`config.mk`:
```
export PLATFORM = sky130hd
export DESIGN_NAME = drv_supervisor
export DESIGN_NICKNAME = d
export VERILOG_FILES = /design/src/rtl/drv_sup_pkg.sv /design/src/rtl/fault_timer.sv /design/src/rtl/wshort_counter.sv /design/src/rtl/drv_sup_fsm.sv /design/src/rtl/drv_supervisor.sv
export SDC_FILE = /design/constraint.sdc
export NUM_CORES = 1
export LEC_CHECK = 0
export ABC_AREA = 1
export BUFFER_PORTS_ARGS = -buffer_cell sky130_fd_sc_hd__buf_2
export CORE_MARGIN = 2
export CORE_UTILIZATION = 55
export CTS_CLUSTER_SIZE = 25
export DETAILED_ROUTE_END_ITERATION = 16
export PLACE_DENSITY = 0.77
export SYNTH_ARGS = -nofsm -noshare
export SYNTH_HDL_FRONTEND = slang
export SYNTH_HIERARCHICAL = 1
export SYNTH_SLANG_ARGS = --single-unit
```
`constraint.sdc`:
```
create_clock -name clk -period 1.54 [get_ports clk]
set_input_delay 0.077 -clock clk [delete_from_list [all_inputs] [get_ports clk]]
set_output_delay 0.077 -clock clk [all_outputs]
set_load 0.005 [all_outputs]
```
`src/rtl/drv_sup_pkg.sv`:
```
package drv_sup_pkg;
  typedef enum logic [2:0] {
    ST_POR   = 3'd0,
    ST_START = 3'd1,
    ST_RUN   = 3'd2,
    ST_STOP  = 3'd3,
    ST_LATCH = 3'd4
  } sup_state_e;
endpackage

```
`src/rtl/fault_timer.sv`:
```
// Persistence filter: flag sets after LIM consecutive sampled-high cycles,
// clears when the condition is low and the release input is high.
module fault_timer #(
  parameter int LIM = 8
) (
  input  logic clk,
  input  logic rst,
  input  logic cond_i,
  input  logic rel_i,
  output logic flag_o
);
  localparam int CW = (LIM > 2) ? $clog2(LIM) : 1;
  localparam logic [CW-1:0] LAST = CW'(LIM - 1);

  logic [CW-1:0] cnt_q;
  logic          flag_q;

  always_ff @(posedge clk) begin
    if (rst) begin
      cnt_q  <= '0;
      flag_q <= 1'b0;
    end else if (cond_i) begin
      if (cnt_q == LAST) flag_q <= 1'b1;
      else               cnt_q  <= cnt_q + 1'b1;
    end else begin
      cnt_q <= '0;
      if (rel_i) flag_q <= 1'b0;
    end
  end

  assign flag_o = flag_q;
endmodule

```
`src/rtl/wshort_counter.sv`:
```
// Counts consecutive switching pulses on which the winding-short comparator fired.
module wshort_counter #(
  parameter int WS_N = 4
) (
  input  logic clk,
  input  logic rst,
  input  logic pulse_i,
  input  logic hit_i,
  output logic trip_o
);
  localparam int CW = (WS_N > 1) ? $clog2(WS_N + 1) : 1;
  localparam logic [CW-1:0] LAST = CW'(WS_N - 1);

  logic [CW-1:0] run_q;

  always_ff @(posedge clk) begin
    if (rst) begin
      run_q <= '0;
    end else if (pulse_i) begin
      if (!hit_i)             run_q <= '0;
      else if (run_q != LAST) run_q <= run_q + 1'b1;
    end
  end

  assign trip_o = pulse_i & hit_i & (run_q == LAST);
endmodule

```
`src/rtl/drv_sup_fsm.sv`:
```
module drv_sup_fsm
  import drv_sup_pkg::*;
(
  input  logic       clk,
  input  logic       rst,
  input  logic       vcc_rst_i,
  input  logic       vcc_on_i,
  input  logic       uvlo_i,
  input  logic       stop_req_i,
  input  logic       latch_req_i,
  output sup_state_e state_o,
  output logic       sw_en_o
);
  sup_state_e st_q, st_d;
  logic       en_q;

  always_comb begin
    st_d = st_q;
    if (vcc_rst_i) begin
      st_d = ST_POR;
    end else begin
      case (st_q)
        ST_POR:   st_d = ST_START;
        ST_START: begin
          if (latch_req_i)   st_d = ST_LATCH;
          else if (vcc_on_i) st_d = stop_req_i ? ST_STOP : ST_RUN;
        end
        ST_RUN: begin
          if (latch_req_i)     st_d = ST_LATCH;
          else if (stop_req_i) st_d = ST_STOP;
          else if (uvlo_i)     st_d = ST_START;
        end
        ST_STOP: begin
          if (latch_req_i)                  st_d = ST_LATCH;
          else if (!stop_req_i && vcc_on_i) st_d = ST_RUN;
        end
        ST_LATCH: st_d = ST_LATCH;
        default:  st_d = ST_POR;
      endcase
    end
  end

  always_ff @(posedge clk) begin
    if (rst) begin
      st_q <= ST_POR;
      en_q <= 1'b0;
    end else begin
      st_q <= st_d;
      en_q <= (st_d == ST_RUN);
    end
  end

  assign state_o = st_q;
  assign sw_en_o = en_q;
endmodule

```
`src/rtl/drv_supervisor.sv`:
```
module drv_supervisor
  import drv_sup_pkg::*;
#(
  parameter int VOFF_CYC = 2500,
  parameter int OVP_CYC  = 8250,
  parameter int UVP_CYC  = 8250,
  parameter int WS_N     = 4
) (
  input  logic       clk,
  input  logic       rst,
  input  logic       vcc_on_i,
  input  logic       vcc_off_i,
  input  logic       vcc_rst_i,
  input  logic       ovp_over_i,
  input  logic       ovp_clear_i,
  input  logic       uvp_i,
  input  logic       otp_i,
  input  logic       wshort_i,
  input  logic       drv_end_i,
  input  logic       cs2_open_i,
  input  logic       ref_low_i,
  output logic       sw_en_o,
  output logic [2:0] state_o
);
  logic       uvlo_flag, ovp_flag, uvp_flag, ws_trip;
  logic       stop_req, latch_req;
  sup_state_e st;

  fault_timer #(.LIM(VOFF_CYC)) u_voff (
    .clk(clk), .rst(rst), .cond_i(vcc_off_i), .rel_i(1'b1), .flag_o(uvlo_flag));

  fault_timer #(.LIM(OVP_CYC)) u_ovp (
    .clk(clk), .rst(rst), .cond_i(ovp_over_i), .rel_i(ovp_clear_i), .flag_o(ovp_flag));

  fault_timer #(.LIM(UVP_CYC)) u_uvp (
    .clk(clk), .rst(rst), .cond_i(uvp_i), .rel_i(1'b1), .flag_o(uvp_flag));

  wshort_counter #(.WS_N(WS_N)) u_ws (
    .clk(clk), .rst(rst), .pulse_i(drv_end_i), .hit_i(wshort_i), .trip_o(ws_trip));

  assign stop_req  = ovp_flag | uvp_flag | otp_i | ref_low_i;
  assign latch_req = ws_trip | cs2_open_i;

  drv_sup_fsm u_fsm (
    .clk(clk), .rst(rst), .vcc_rst_i(vcc_rst_i), .vcc_on_i(vcc_on_i),
    .uvlo_i(uvlo_flag), .stop_req_i(stop_req), .latch_req_i(latch_req),
    .state_o(st), .sw_en_o(sw_en_o));

  assign state_o = st;
endmodule

```
==> impl_metrics.yaml, run 1 <==
yosys:
  synthXorXnorAreaFrac_pct: 1.85
  yosysSeqAreaShare_pct: 35.3
  synth_cell_type_count: 29
  synth_top_family_by_area: "simple AND/OR/NAND/NOR gates"
  synth_cells: 429
  ys_seq_elements: 50
  ys_warn_count: 6
  synthMuxAreaShare_pct: 0
  syn-cell-area_um2: 2830
  synthAdderAreaFrac_pct: 3.09
  synthSimpleGateAreaFrac_pct: 39.3
  syn_avg_cell_area_um2: 6.61
  synth-compound-area-share_pct: 10.6
clock_tree:
  clk_latency_ps: 310
  clk_pin_slew_worst_paths_ps: 90
  ctsHtreeMaxLevel: 2
  clockRootBuffer: "clkbuf_8"
  cts_tree: "yes"
  cts_buffer_depth: 2
  clkSinkCount: 50
  cts_buffers: 5
placed_design:
  gp_congestion: 0.874
  hpwl_um: 4140
  dp_cells: 518
  port_buffers: 16
worst_setup_path:
  worstRegToRegCells: 11
  r2r_setup_slack_ps: 30
  max_stage_delay_ps: 350
  crit_path_cell_trace: "ha_4, ha_4, nand2_2, nor2_1, or2_1, inv_2, nand2_1, nor2_1, nor2_2, nand3_2, a21oi_2"
  cp.required_ps: 1750
  path_class: "reg2reg"
  critical-path-slowest-cell: "dfxtp_2"
  arrival_ps: 1720
  rr_endpoint: "u_fsm/sw_en_o$_SDFF_PP0_"
  critPathCaptureType: "flop"
  timing.rr.start: "u_ws/run_q[0]$_SDFFE_PP0P_"
  start_kind: "flop"
  critPathMaxFanout: 3
grt:
  antenna_found_initial: 0
  overflow: 0
  grt_first_pass_wirelength_um: 9890
  grt_usage_pct: 21.7
  grt_max_degree: 16
  grt_pass1_vias: 2452
power_and_ir_drop:
  p_switching_w: 0.000551
  p_int_w: 0.00174
  seq_power_share_pct: 57.9
  powerDensity_nw_per_um2: 724
  p_clk_share_pct: 34.9
  p_leak_nw: 1.25
  switching_share_pct: 24.1
  pwr-share-comb_pct: 7.2
  finalPower_w: 0.00229
  ir_worst_vdd_mv: 0.525
sta:
  maxSlewViolCount: 0
  rsz0062_at_grt: "true"
  period_share_pct: 97.9
  hold_viol_final: 0
  max_freq_mhz: 664
  period_needed_ps: 1510
  fin_skew_ps: 9.07
  fin_setup_tns_ps: 0
  finalSetupViolations: 0
  holdWs_ps: 54.2
final_layout:
  n_antenna_cell: 0
  final_cells: 528
  drive_above_1_share_pct: 18.6
  post-route-util_pct: 62.8
  final_net_count: 477
  regArea_um2: 1000
  area_growth_pct: 11.7
  multi_input_area_um2: 1590
  fill_cells: 484
die:
  start_util_pct: 56.2
  fp.dieW_um: 75.8
  die_h_um: 75.8
  dieArea_um2: 5740
  pin_count: 17
  row_count: 26
  core_area_um2: 5040
outcome:
  outcome: "finished, final reports clean"
drt:
  drt-initial-drc-count: 102
  drc: 0
  viasPerCell: 4.93
  routed_wl_um: 5550
  drtPass1Iterations: 4
  vias: 2604
  routedWlPerCell_um: 10.5
  final_antenna_net_count: 0
run:
  maxCapViolations: 0
hold_path:
  hold_start: "ovp_clear_i"
  hold_class: "in2reg"
  holdPathStages: 4
  hold_path_end: "u_ovp/flag_o$_SDFFE_PP0P_"
-- state kept, by name (all words and copies together) (netlist names) --
signal	flops
u_ovp/flag_o	1
u_uvp/cnt_q	14
u_voff/cnt_q	12
u_ws/run_q	3
u_fsm/sw_en_o	1
u_ovp/cnt_q	14
u_voff/flag_o	1
u_fsm/state_o	3
u_uvp/flag_o	1
-- through the flow --
step,area (um^2),setup slack [ps]
after floorplan,2840,7.39
after global placement,3030,20.4
after detailed placement,3030,-31.5
after CTS,3160,0.912
after global routing,3170,-49.9
final,3170,32.9
-- cells by family (layout without fill, tap and decap cells) --
kind of cell | after synthesis | after routing
fa+ha+maj | 7 | 7
flops | 50 | 50
buf+inv | 72 | 100
compound gates | 54 | 54
simple gates | 239 | 239
other cells | 1 | 2
xor+xnor | 6 | 6
-- area by class of cell --
| class | count | area share (%) |
|---|---|---|
| Clock buffer | 6 | 2.61 |
| Clock inverter | 2 | 0.395 |
| Inverter | 69 | 8.18 |
| Multi-Input combinational cell | 308 | 50.2 |
| Sequential cell | 50 | 31.7 |
| Tap cell | 70 | 2.77 |
| Timing Repair Buffer | 23 | 4.19 |
-- worst max-delay path by stage --
stage                     slack [ps]                        from                       end  cells past startpoint
after floorplan                    7  u_ws/run_q[0]$_SDFFE_PP0P_  u_fsm/sw_en_o$_SDFF_PP0_                     11
after global placement            20  u_ws/run_q[0]$_SDFFE_PP0P_  u_fsm/sw_en_o$_SDFF_PP0_                     11
after detailed placement         -30  u_ws/run_q[0]$_SDFFE_PP0P_  u_fsm/sw_en_o$_SDFF_PP0_                     11
after CTS                        0.9  u_ws/run_q[1]$_SDFFE_PP0P_  u_fsm/sw_en_o$_SDFF_PP0_                     11
after global routing             -50  u_ws/run_q[0]$_SDFFE_PP0P_  u_fsm/sw_en_o$_SDFF_PP0_                     11
final                             30  u_ws/run_q[0]$_SDFFE_PP0P_  u_fsm/sw_en_o$_SDFF_PP0_                     11
-- per-layer routing --
metal,share of wire [%],up-vias,global-route usage (%),wire length (um)
met2,49,35,39.0,2740
met3,3.1,4,5.16,174
met4,0.87,0,6.04,48
met5,0,-,0,0
met1,47,1159,25.6,2580
li1,-,1406,-,-
-- power by group through the flow --
stage	logic [W]	clock network [W]	registers [W]
6_report	0.000166	0.000800	0.00133
5_1_grt	0.000191	0.000873	0.00133
4_1_cts	0.000163	0.000840	0.00133
3_5_place_dp	0.000157	0	0.00135
3_3_place_gp	0.000152	0	0.00135
2_1_floorplan	0.000103	0	0.00135
-- worst max-delay path, delay by kind of cell, from the launching register on --
family / cells / cell delay [ps]
and+or+nand+nor: 7 / 630
DFF: 1 / 350
adders and majority gates: 2 / 310
buffers and inverters: 1 / 70
AOI/OAI and AO/OA: 1 / 40
-- cells in the mapped netlist --
cell type   n  area [um^2]
nor2_2     11         68.8
nand4_1    10         62.6
o21ai_0    14         70.1
nand3_1    28          140
a31oi_1     1         6.26
a21oi_2     1         8.76
ha_1        7         87.6
nand2_1    83          312
o211ai_1    1         7.51
o21ai_1     4         20.0
nand3b_1    1         7.51
nor2_4      5         56.3
dfxtp_1    50         1000
or2_1       1         6.26
nor3_1      9         45.0
xor2_1      6         52.6
o21bai_1    1         7.51
nand2_2    12         75.1
nand3_2     6         60.1
nor2_1     72          270
conb_1      1         3.75
buf_2       3         15.0
a21oi_1    26          130
o21a_1      1         7.51
inv_1      60          225
clkinv_1    1         3.75
nor3_2      1         10.0
o21ai_2     5         43.8
inv_2       8         30.0
-- timing repair --
item                                    in CTS  in global routing
endpoints found under the setup margin       2                  3
setup buffers                                1                  1
pin swaps                                    3                  4
gates resized for setup                      6                  1
hold buffers                                 0                  0
-- cells in the final DEF, fill, tap and decap left out, drive strengths merged, types with 2 or more instances in the layout --
| cell type | instances |
|---|---|
| a21oi | 27 |
| buf | 23 |
| clkbuf | 6 |
| clkinv | 2 |
| conb | 2 |
| dfxtp | 50 |
| ha | 7 |
| inv | 68 |
| nand2 | 95 |
| nand3 | 34 |
| nand4 | 10 |
| nor2 | 88 |
| nor3 | 10 |
| o21ai | 23 |
| xor2 | 6 |
No activity file was read; power rests on OpenSTA's default activity.
==> inputs of run 2 (changes only) <==
--- a/config.mk
+++ b/config.mk
@@ -11,6 +11,7 @@
 export CORE_UTILIZATION = 55
 export CTS_CLUSTER_SIZE = 25
 export DETAILED_ROUTE_END_ITERATION = 16
+export GPL_TIMING_DRIVEN = 0
 export PLACE_DENSITY = 0.77
 export SYNTH_ARGS = -nofsm -noshare
 export SYNTH_HDL_FRONTEND = slang
==> impl_metrics.yaml, run 2 (synthesis gave the netlist of run 1 again) <==
outcome:
  outcome: "finished, final reports clean"
placed_design:
  place_ws_ps: -97.3
  hpwl_um: 4020
  port_buffers: 16
  gp_congestion: 0.815
power_and_ir_drop:
  p_switching_w: 0.000543
  p_clk_share_pct: 37.9
  pwr-share-comb_pct: 7.0
  powerDensity_nw_per_um2: 754
  finalPower_w: 0.00241
  ir_worst_vdd_mv: 0.498
  p_int_w: 0.00187
  switching_share_pct: 22.5
  seq_power_share_pct: 55.0
  p_leak_nw: 1.27
hold_path:
  hold_class: "in2reg"
  hold_start: "drv_end_i"
clock_tree:
  clockRootBuffer: "clkbuf_8"
  cts_buffers: 5
  ctsHtreeMaxLevel: 2
  cts_tree: "yes"
  clkSinkCount: 50
  postCtsHoldBufs: 0
  cts_buffer_depth: 2
  clk_pin_slew_worst_paths_ps: 90
  clk_latency_ps: 300
grt:
  grt_first_pass_wirelength_um: 9380
  grt_max_degree: 15
  grt_usage_pct: 20.9
  grt_pass1_vias: 2306
  overflow: 0
  antenna_found_initial: 0
die:
  start_util_pct: 56.2
  die_h_um: 75.8
  row_count: 26
  core_area_um2: 5040
  dieArea_um2: 5740
  fp.dieW_um: 75.8
  pin_count: 17
final_layout:
  area_growth_pct: 12.8
  final_common_cell: "nand2_1"
  final_cell_mix: "nand2_1 (81), nor2_1 (70), inv_1 (59)"
  fill_cells: 448
  n_antenna_cell: 0
  final_net_count: 478
  reg.largest.list: "u_ovp/cnt_q (14), u_uvp/cnt_q (14), u_voff/cnt_q (12)"
  drive_above_1_share_pct: 19.4
sta:
  period_needed_ps: 1500
  setup_slack_ps: 39.1
  hold_viol_final: 0
  fin_skew_ps: 10.9
  rsz0062_at_grt: "true"
  maxSlewViolCount: 0
  max_freq_mhz: 666
  holdWs_ps: 67.3
  period_share_pct: 97.5
  finalSetupViolations: 0
drt:
  final_antenna_net_count: 0
  routed_wl_um: 5500
  drtPass1Iterations: 6
  drt-initial-drc-count: 136
  drc: 0
  routedWlPerCell_um: 10.4
  viasPerCell: 4.92
  vias: 2601
worst_setup_path:
  timing.rr.start: "u_ws/run_q[0]$_SDFFE_PP0P_"
  arrival_ps: 1710
  crit_start: "u_ws/run_q[0]$_SDFFE_PP0P_"
  critPathCaptureType: "flop"
  path_class: "reg2reg"
  critPathMaxFanout: 3
  critical-path-slowest-cell: "dfxtp_2"
  start_kind: "flop"
  crit_path_cell_trace: "ha_4, ha_4, nand2_4, nor2_2, or2_1, inv_2, o21ai_1, nor2_1, nor2_2, nand3_2, a21oi_2"
  cp.required_ps: 1750
  max_stage_delay_ps: 350
run:
  maxCapViolations: 0
## run 2: cell types whose count changed in the layout (fill, tap and decap cells not counted), moves of 2 or more
cell      previous run  this run
buf_2               16        19
buf_4                7         5
clkbuf_1             0         2
nand2_1             83        81
nor2_1              72        70
nor2_2              11        13
## run 2: layer usage
layer | wire, um | vias to the layer above | GRT usage [%]
met5 | 0 | - | 0
met4 | 22 | 0 | 6.63
met1 | 2640 | 1158 | 25.9
li1 | - | 1410 | -
met3 | 130 | 2 | 3.70
met2 | 2700 | 31 | 36.6
## run 2: area by class of cell
| cell class | instances | area [um^2] | area share, % |
|---|---|---|---|
| well taps | 70 | 87.6 | 2.74 |
| clock inverters | 1 | 30.0 | 0.940 |
| clock buffers | 7 | 76.3 | 2.39 |
| plain buffers | 3 | 15.0 | 0.470 |
| flip-flops and latches | 50 | 1000 | 31.4 |
| inverters | 69 | 259 | 8.10 |
| repair buffers | 21 | 118 | 3.68 |
| multi-input cells | 308 | 1610 | 50.3 |
## run 2: timing repair
action | CTS | global route
endpoints found under the setup margin | 2 | 3
setup buffers | 4 | 1
cloned | 0 | 0
resized for setup | 6 | 7
pin swaps | 4 | 3
## run 2: worst paths after layout
| path | to | slack [ps] | depth (start not counted) |
|---|---|---|---|
| max reg2reg | u_fsm/sw_en_o$_SDFF_PP0_ | 40 | 11 |
| max | u_fsm/sw_en_o$_SDFF_PP0_ | 40 | 11 |
| min reg2reg | u_ovp/cnt_q[13]$_SDFFE_PP0P_ | 490 | 2 |
| min | u_ws/run_q[1]$_SDFFE_PP0P_ | 70 | 3 |
## run 2: worst max-delay path: cells and delay by family (launching register included)
kind | cells | cell delay, ps
compound gates | 2 | 110
simple gates | 6 | 560
buf+inv | 1 | 80
flops | 1 | 350
fa+ha+maj | 2 | 310
## run 2: power by group through the flow
stage                     clock, W  sequential [W]  combinational [W]
after global routing      0.000987         0.00133           0.000194
after CTS                 0.000953         0.00133           0.000162
after global placement           0         0.00135           0.000143
final                     0.000913         0.00133           0.000169
after detailed placement         0         0.00135           0.000148
after floorplan                  0         0.00135           0.000103
## run 2: per-stage QoR
| stage | area [um^2] | setup TNS, ps | std cells | util [%] |
|---|---|---|---|---|
| after floorplan | 2840 | 0 | 430 | - |
| after global placement | 3010 | -119 | 516 | 59.6 |
| after detailed placement | 3010 | -164 | 516 | 59.6 |
| after CTS | 3170 | 0 | 528 | 62.8 |
| after global routing | 3200 | -48.3 | 529 | 63.4 |
| final | 3200 | 0 | 529 | 63.4 |
==> inputs of run 3 (changes only) <==
--- a/config.mk
+++ b/config.mk
@@ -8,11 +8,11 @@
 export ABC_AREA = 1
 export BUFFER_PORTS_ARGS = -buffer_cell sky130_fd_sc_hd__buf_2
 export CORE_MARGIN = 2
-export CORE_UTILIZATION = 55
+export CORE_UTILIZATION = 60
 export CTS_CLUSTER_SIZE = 25
 export DETAILED_ROUTE_END_ITERATION = 16
 export GPL_TIMING_DRIVEN = 0
-export PLACE_DENSITY = 0.77
+export PLACE_DENSITY = 0.8
 export SYNTH_ARGS = -nofsm -noshare
 export SYNTH_HDL_FRONTEND = slang
 export SYNTH_HIERARCHICAL = 1
==> constraint.sdc (replaced) <==
create_clock -name clk -period 1.66 [get_ports clk]
set_input_delay 0.083 -clock clk [delete_from_list [all_inputs] [get_ports clk]]
set_output_delay 0.083 -clock clk [all_outputs]
set_load 0.005 [all_outputs]
==> impl_metrics.yaml, run 3 (synthesis gave the netlist of run 1 again) <==
outcome:
  outcome: "finished, final reports clean"
grt:
  grt_max_degree: 16
  grt_first_pass_wirelength_um: 9300
  antenna_found_initial: 0
  grt_usage_pct: 21.7
  grt_pass1_vias: 2290
  overflow: 0
die:
  die_h_um: 72.7
  row_count: 25
  dieArea_um2: 5290
  pin_count: 17
  start_util_pct: 61.2
  core_area_um2: 4630
  fp.dieW_um: 72.7
worst_setup_path:
  arrival_ps: 1790
  path_class: "reg2reg"
  critPathCaptureType: "flop"
  critPathMaxFanout: 3
  cp.required_ps: 1870
  start_kind: "flop"
power_and_ir_drop:
  powerDensity_nw_per_um2: 708
  finalPower_w: 0.00223
  p_clk_share_pct: 38.2
  p_switching_w: 0.000510
  p_int_w: 0.00172
  pwr-share-comb_pct: 6.6
  switching_share_pct: 22.9
  p_leak_nw: 1.25
  seq_power_share_pct: 55.1
  ir_worst_vdd_mv: 0.391
sta:
  period_share_pct: 95.3
  fin_skew_ps: 9.32
  finalSetupViolations: 0
  max_freq_mhz: 632
  period_needed_ps: 1580
  setup_slack_ps: 78.3
  fin_setup_tns_ps: 0
  holdWs_ps: 56.9
  hold_viol_final: 0
  maxSlewViolCount: 0
  rsz0062_at_grt: "false"
final_layout:
  n_antenna_cell: 0
  reg.largest.list: "u_ovp/cnt_q (14), u_uvp/cnt_q (14), u_voff/cnt_q (12)"
  final_net_count: 474
  drive_above_1_share_pct: 18.9
  area_growth_pct: 11.2
  fin_area_um2: 3150
  final_cell_mix: "nand2_1 (82), nor2_1 (70), inv_1 (59)"
  final_common_cell: "nand2_1"
drt:
  routed-wl-met2_um: 2660
  drtPass1Iterations: 4
  final_antenna_net_count: 0
  drc: 0
  viasPerCell: 5.15
  routed_wl_um: 5490
  drt-initial-drc-count: 101
  routedWlPerCell_um: 10.8
  met3_length_um: 232
  drt-met1-wl_um: 2550
  top_layer: "met4"
  vias: 2620
clock_tree:
  clk_latency_ps: 300
  postCtsHoldBufs: 0
  clk_pin_slew_worst_paths_ps: 90
  clockRootBuffer: "clkbuf_8"
  cts_tree: "yes"
  cts_buffer_depth: 2
  cts_buffers: 5
  clkSinkCount: 50
  ctsHtreeMaxLevel: 2
placed_design:
  place_ws_ps: 5.45
  hpwl_um: 4050
  port_buffers: 16
  gp_congestion: 0.840
  placed_area_um2: 2990
run:
  maxCapViolations: 0
hold_path:
  hold_class: "in2reg"
run 3: final timing paths:
check | to | startpoint | cells past startpoint | slack (ps)
worst min register to register | u_ovp/cnt_q[13]$_SDFFE_PP0P_ | u_ovp/cnt_q[13]$_SDFFE_PP0P_ | 2 | 480
worst max-delay path | u_fsm/sw_en_o$_SDFF_PP0_ | u_ws/run_q[0]$_SDFFE_PP0P_ | 11 | 80
worst min-delay path | u_ovp/flag_o$_SDFFE_PP0P_ | ovp_clear_i | 4 | 60
worst max register to register | u_fsm/sw_en_o$_SDFF_PP0_ | u_ws/run_q[0]$_SDFFE_PP0P_ | 11 | 80
run 3: what timing repair did:
action | 4_1_cts | 5_1_grt
gates resized for setup | 1 | 14
cloned | 0 | 0
pin swaps | 0 | 8
setup endpoints to repair | 2 | 2
buffers inserted | 0 | 1
run 3: metrics by stage:
step                      utilization [%]  cells
after floorplan                         -    430
after global placement               64.5    500
after detailed placement             64.5    500
after CTS                            66.9    508
after global routing                 68.1    509
final                                68.1    509
run 3: per-layer routing:
layer / GRT usage (%) / vias up
li1: - / 1403
met1: 27.9 / 1163
met2: 37.1 / 49
met3: 3.45 / 5
met4: 7.20 / 0
met5: 0 / -
run 3: cell type report:
class	instances	area, um^2
Multi-Input combinational cell	308	1610
Buffer	3	15.0
Clock inverter	2	37.5
Sequential cell	50	1010
Fill cell	380	1480
Tap cell	54	67.6
Inverter	69	259
Clock buffer	6	72.6
Timing Repair Buffer	17	87.6
run 3: worst max-delay path, cell delays in order (launching register included):
cell and delay (ps):
dfxtp_4 370, ha_4 160, ha_4 150, nand2_4 60, nor2_2 40, or2_4 250, inv_2 80, o21ai_1 60
nor2_1 120, nor2_2 70, nand3_2 80, a21oi_2 50
run 3: power by group through the flow:
stage                     clock [W]  combinational [W]  sequential (W)
after floorplan                   0          0.0000956         0.00125
after global placement            0           0.000133         0.00126
after detailed placement          0           0.000137         0.00126
after CTS                  0.000883           0.000138         0.00123
after global routing       0.000920           0.000173         0.00123
final                      0.000853           0.000148         0.00123
